### config.mk
export PLATFORM = sky130hd
export DESIGN_NAME = hazard_unit
export DESIGN_NICKNAME = d
export VERILOG_FILES = /design/src/rtl/hazard_pkg.sv /design/src/rtl/bypass_select.sv /design/src/rtl/load_use_detect.sv /design/src/rtl/hazard_unit.sv
export SDC_FILE = /design/constraint.sdc
export NUM_CORES = 1
export LEC_CHECK = 0
export BUFFER_PORTS_ARGS = -buffer_cell sky130_fd_sc_hd__buf_2
export CORE_AREA = 2 2 39 41
export DETAILED_ROUTE_END_ITERATION = 6
export DIE_AREA = 0 0 41 43
export PLACE_DENSITY = 0.91
export SLEW_MARGIN = 30
export SYNTH_ARGS = -nofsm -noshare
export SYNTH_HDL_FRONTEND = slang
export SYNTH_HIERARCHICAL = 1
export SYNTH_SLANG_ARGS = --single-unit
### constraint.sdc
create_clock -name vclk -period 2
set_clock_uncertainty 0.05 [all_clocks]
set_input_delay 0.4 -clock vclk [all_inputs]
set_output_delay 0.4 -clock vclk [all_outputs]
set_load 0.005 [all_outputs]
### src/rtl/hazard_pkg.sv
package hazard_pkg;
    typedef enum logic [1:0] {
        FWD_RF  = 2'b00,
        FWD_WB  = 2'b01,
        FWD_MEM = 2'b10
    } fwd_sel_t;

    typedef struct packed {
        logic stall;
        logic flush;
    } ctl_t;
endpackage

### src/rtl/bypass_select.sv
module bypass_select
    import hazard_pkg::*;
#(
    parameter int AW = 5
) (
    input  logic          clk,
    input  logic          rst_n,
    input  logic [AW-1:0] src,
    input  logic [AW-1:0] mem_dst,
    input  logic          mem_we,
    input  logic [AW-1:0] wb_dst,
    input  logic          wb_we,
    output fwd_sel_t      sel
);
    localparam logic [AW-1:0] ZERO_REG = '0;

    logic mem_hit_d;
    logic wb_hit_d;
    fwd_sel_t sel_d;

    always_comb begin
        mem_hit_d = mem_we && (mem_dst == src) && (src != ZERO_REG);
        wb_hit_d  = wb_we  && (wb_dst  == src) && (src != ZERO_REG);
        if (mem_hit_d)     sel_d = FWD_MEM;
        else if (wb_hit_d) sel_d = FWD_WB;
        else               sel_d = FWD_RF;
    end

    assign sel = sel_d;

    assert_zero_src_R5: assert property (@(posedge clk) disable iff (!rst_n)
        (src == ZERO_REG) |-> (sel == FWD_RF));

    assert_wb_yields_R3: assert property (@(posedge clk) disable iff (!rst_n)
        (sel == FWD_WB) |-> !(mem_we && mem_dst == src));

    assert_wb_needs_write_R2: assert property (@(posedge clk) disable iff (!rst_n)
        (sel == FWD_WB) |-> (wb_we && wb_dst == src));
endmodule

### src/rtl/load_use_detect.sv
module load_use_detect #(
    parameter int AW = 5
) (
    input  logic          clk,
    input  logic          rst_n,
    input  logic [AW-1:0] ex_dst,
    input  logic          ex_we,
    input  logic          ex_load,
    input  logic [AW-1:0] id_src_a,
    input  logic [AW-1:0] id_src_b,
    output logic          stall
);
    localparam logic [AW-1:0] ZERO_REG = '0;

    logic stall_d;

    always_comb begin
        stall_d = ex_load && ex_we && (ex_dst != ZERO_REG) &&
                  ((ex_dst == id_src_a) || (ex_dst == id_src_b));
    end

    assign stall = stall_d;

    assert_zero_dst_R5: assert property (@(posedge clk) disable iff (!rst_n)
        (ex_dst == ZERO_REG) |-> !stall);

    assert_only_loads_R7: assert property (@(posedge clk) disable iff (!rst_n)
        !ex_load |-> !stall);
endmodule

### src/rtl/hazard_unit.sv
module hazard_unit
    import hazard_pkg::*;
#(
    parameter int AW      = 5,
    parameter int NUM_SRC = 2
) (
    input  logic          clk,
    input  logic          rst_n,
    input  logic [AW-1:0] id_src_a,
    input  logic [AW-1:0] id_src_b,
    input  logic [AW-1:0] ex_src_a,
    input  logic [AW-1:0] ex_src_b,
    input  logic [AW-1:0] ex_dst,
    input  logic          ex_we,
    input  logic          ex_load,
    input  logic [AW-1:0] mem_dst,
    input  logic          mem_we,
    input  logic [AW-1:0] wb_dst,
    input  logic          wb_we,
    input  logic          br_taken,
    output logic [1:0]    fwd_sel_a,
    output logic [1:0]    fwd_sel_b,
    output logic          pc_hold,
    output logic          ifid_hold,
    output logic          idex_bubble,
    output logic          ifid_flush
);
    logic [AW-1:0] ex_src [NUM_SRC];
    fwd_sel_t      sel    [NUM_SRC];
    logic          stall;
    ctl_t          ctl_d;

    assign ex_src[0] = ex_src_a;
    assign ex_src[1] = ex_src_b;

    for (genvar i = 0; i < NUM_SRC; i++) begin : g_operand
        bypass_select #(.AW(AW)) u_sel (
            .clk     (clk),
            .rst_n   (rst_n),
            .src     (ex_src[i]),
            .mem_dst (mem_dst),
            .mem_we  (mem_we),
            .wb_dst  (wb_dst),
            .wb_we   (wb_we),
            .sel     (sel[i])
        );
    end

    load_use_detect #(.AW(AW)) u_lu (
        .clk      (clk),
        .rst_n    (rst_n),
        .ex_dst   (ex_dst),
        .ex_we    (ex_we),
        .ex_load  (ex_load),
        .id_src_a (id_src_a),
        .id_src_b (id_src_b),
        .stall    (stall)
    );

    always_comb begin
        ctl_d.stall = stall;
        ctl_d.flush = br_taken && !stall;
    end

    assign fwd_sel_a   = sel[0];
    assign fwd_sel_b   = sel[1];
    assign pc_hold     = ctl_d.stall;
    assign ifid_hold   = ctl_d.stall;
    assign idex_bubble = ctl_d.stall;
    assign ifid_flush  = ctl_d.flush;

    assert_lockstep_R6: assert property (@(posedge clk) disable iff (!rst_n)
        (pc_hold == ifid_hold) && (ifid_hold == idex_bubble));

    assert_flush_taken_R8: assert property (@(posedge clk) disable iff (!rst_n)
        (br_taken && !idex_bubble) |-> ifid_flush);

    assert_flush_quiet_R8: assert property (@(posedge clk) disable iff (!rst_n)
        ifid_flush |-> (br_taken && !pc_hold));
endmodule

==> results.json <==
{
  "avgSynthCellArea_um2": 7.83,
  "synthTopCellsByArea": "xnor2_1, xor2_1, buf_4",
  "wire_per_inst_um": 11.2,
  "slew_headroom": 0.740,
  "maxCapViolCount": 0,
  "die_h_um": 43,
  "rsz0062_at_grt": "false",
  "nets": 147,
  "io_pins": 50,
  "vias_per_cell": 4.90,
  "slew_violations": 0,
  "synth.largest_area_cell": "xnor2_1",
  "path_class": "input pin to output port",
  "grt_pass1_vias": 533,
  "diodes": 0,
  "cpPeakStageDelay_ns": 0.52,
  "post-route-min-period_ns": 1.95,
  "required_ns": 1.55,
  "syn_inst": 58,
  "numPortBuffers": 48,
  "dieArea_um2": 1760,
  "routabilityCongestion": 0.785,
  "p_int_uw": 73.6,
  "dp_hpwl_um": 1260,
  "dp_slack_ns": -0.0221,
  "antenna_left": 0,
  "cts_hold_buf": 0,
  "seq_cells": 0,
  "start_util": 0.328,
  "fmax_mhz": 513,
  "power.switching_uw": 60.3,
  "cellLeakagePower_uw": 0.000347,
  "cp_common_cell": "buf_2",
  "synthesis.area_um2": 454,
  "drt_iter0_drc": 0,
  "cts_post_setup_buffers_inserted": 0,
  "worst-path-buf-inv": 2,
  "power_density_nw_per_um2": 191,
  "drtPass1Iterations": 1,
  "synth.distinct_cells": 16,
  "num_rows": 14,
  "final.clkbuf_count": 0,
  "wl_um": 1330,
  "pwr-share-comb": 1.000,
  "status": "finished, final reports clean",
  "synth_nets": 100,
  "final_hold_viol_count": 0,
  "layout_setup_ws_ns": 0.0523,
  "power.total_uw": 134,
  "timing.hold.ws_ns": 1.04,
  "grtUsageTotal": 0.153,
  "grt_max_degree": 5,
  "startpoint_type": "input pin",
  "yosysSeqAreaShare": 0,
  "register_area_um2": 0,
  "finalSetupViolCount": 0,
  "coreArea_um2": 1380,
  "finalCritPeriodShare": 0.974,
  "path_cells": "buf_2 -> or4_4 -> o211ai_2 -> a21oi_2 -> nor2b_4 -> buf_2",
  "path_max_fanout": 4,
  "yosysMostFrequentCell": "xnor2_1",
  "overflow": 0,
  "p_seq_frac": 0,
  "netlist.area_leader.share": 0.309,
  "vias": 583,
  "yosys_warnings": 6,
  "slowest_stage": "or4_4",
  "swShare": 0.450,
  "grt_pass1_wl_um": 1900,
  "tightest_slew_ns": 0.381,
  "clkPwrFrac": 0,
  "peakVddDrop_uv": 86.0,
  "worstSetupEndpointType": "output port",
  "arrival_ns": 1.50,
  "cp_top_family": "simple AND/OR/NAND/NOR gates",
  "area_delta_synth_final_pct": 54.0,
  "ys_top_cells_by_count": "xnor2_1, xor2_1, buf_4",
  "hp-class": "input pin to output port",
  "drive_above_1_share": 0.515,
  "cts.repair.resized": 1,
  "grt_antenna_before_repair": 0,
  "die_x_um": 41,
  "drc": 0
}
-- layer usage --
metal	GRT usage	wire length, µm
met5	0	0
met4	0	0
met3	0.00524	199
met2	0.359	769
met1	0.117	364
-- worst paths after layout --
path / slack [ns] / start / depth (start not counted) / to
worst min-delay path: 1.04 / br_taken / 3 / ifid_flush
worst max-delay path: 0.05 / ex_dst[4] / 6 / ifid_flush
-- per-stage QoR --
| stage | std cells | setup TNS [ns] | instance area, µm² | utilization |
|---|---|---|---|---|
| final | 119 | 0 | 699 | 0.505 |
| after global routing | 119 | 0 | 699 | 0.505 |
| after global placement | 119 | 0 | 692 | 0.500 |
| after floorplan | 58 | 0 | 454 | - |
| after detailed placement | 119 | -0.0221 | 692 | 0.500 |
| after CTS | 119 | 0 | 696 | 0.503 |
-- layout make-up --
cell class         instances  area [µm²]
fillers                  135         684
well taps                 16        20.0
repair buffers            49         248
multi-input cells         54         432
-- logic make-up (layout without fill, tap and decap cells) --
logic type	Yosys count	after routing	share of synthesized area
AOI/OAI and AO/OA	4	4	0.0771
xor gates and xnor gates	30	30	0.579
buffers and inverters	4	49	0.0661
and+or+nand+nor	20	20	0.278
-- cells in the final DEF (no fill, tap or decap) --
cell type / instances
a21oi_2: 1
nand2_1: 2
or4_1: 2
nor2_1: 2
and3b_1: 2
xnor2_1: 16
o211ai_2: 1
and2_1: 2
buf_2: 48
nand3_1: 2
xor2_1: 14
or4_4: 1
nand4_1: 2
buf_4: 1
nor4_1: 2
nor2b_4: 1
a2111oi_0: 2
nor3_1: 2
-- power by group through the flow --
stage / Combinational (µW) / Sequential [µW] / Clock [µW]
2_1_floorplan: 62.6 / 0 / 0
6_report: 134 / 0 / 0
4_1_cts: 135 / 0 / 0
3_3_place_gp: 127 / 0 / 0
5_1_grt: 149 / 0 / 0
3_5_place_dp: 133 / 0 / 0
No activity file was read; power rests on OpenSTA's default activity.
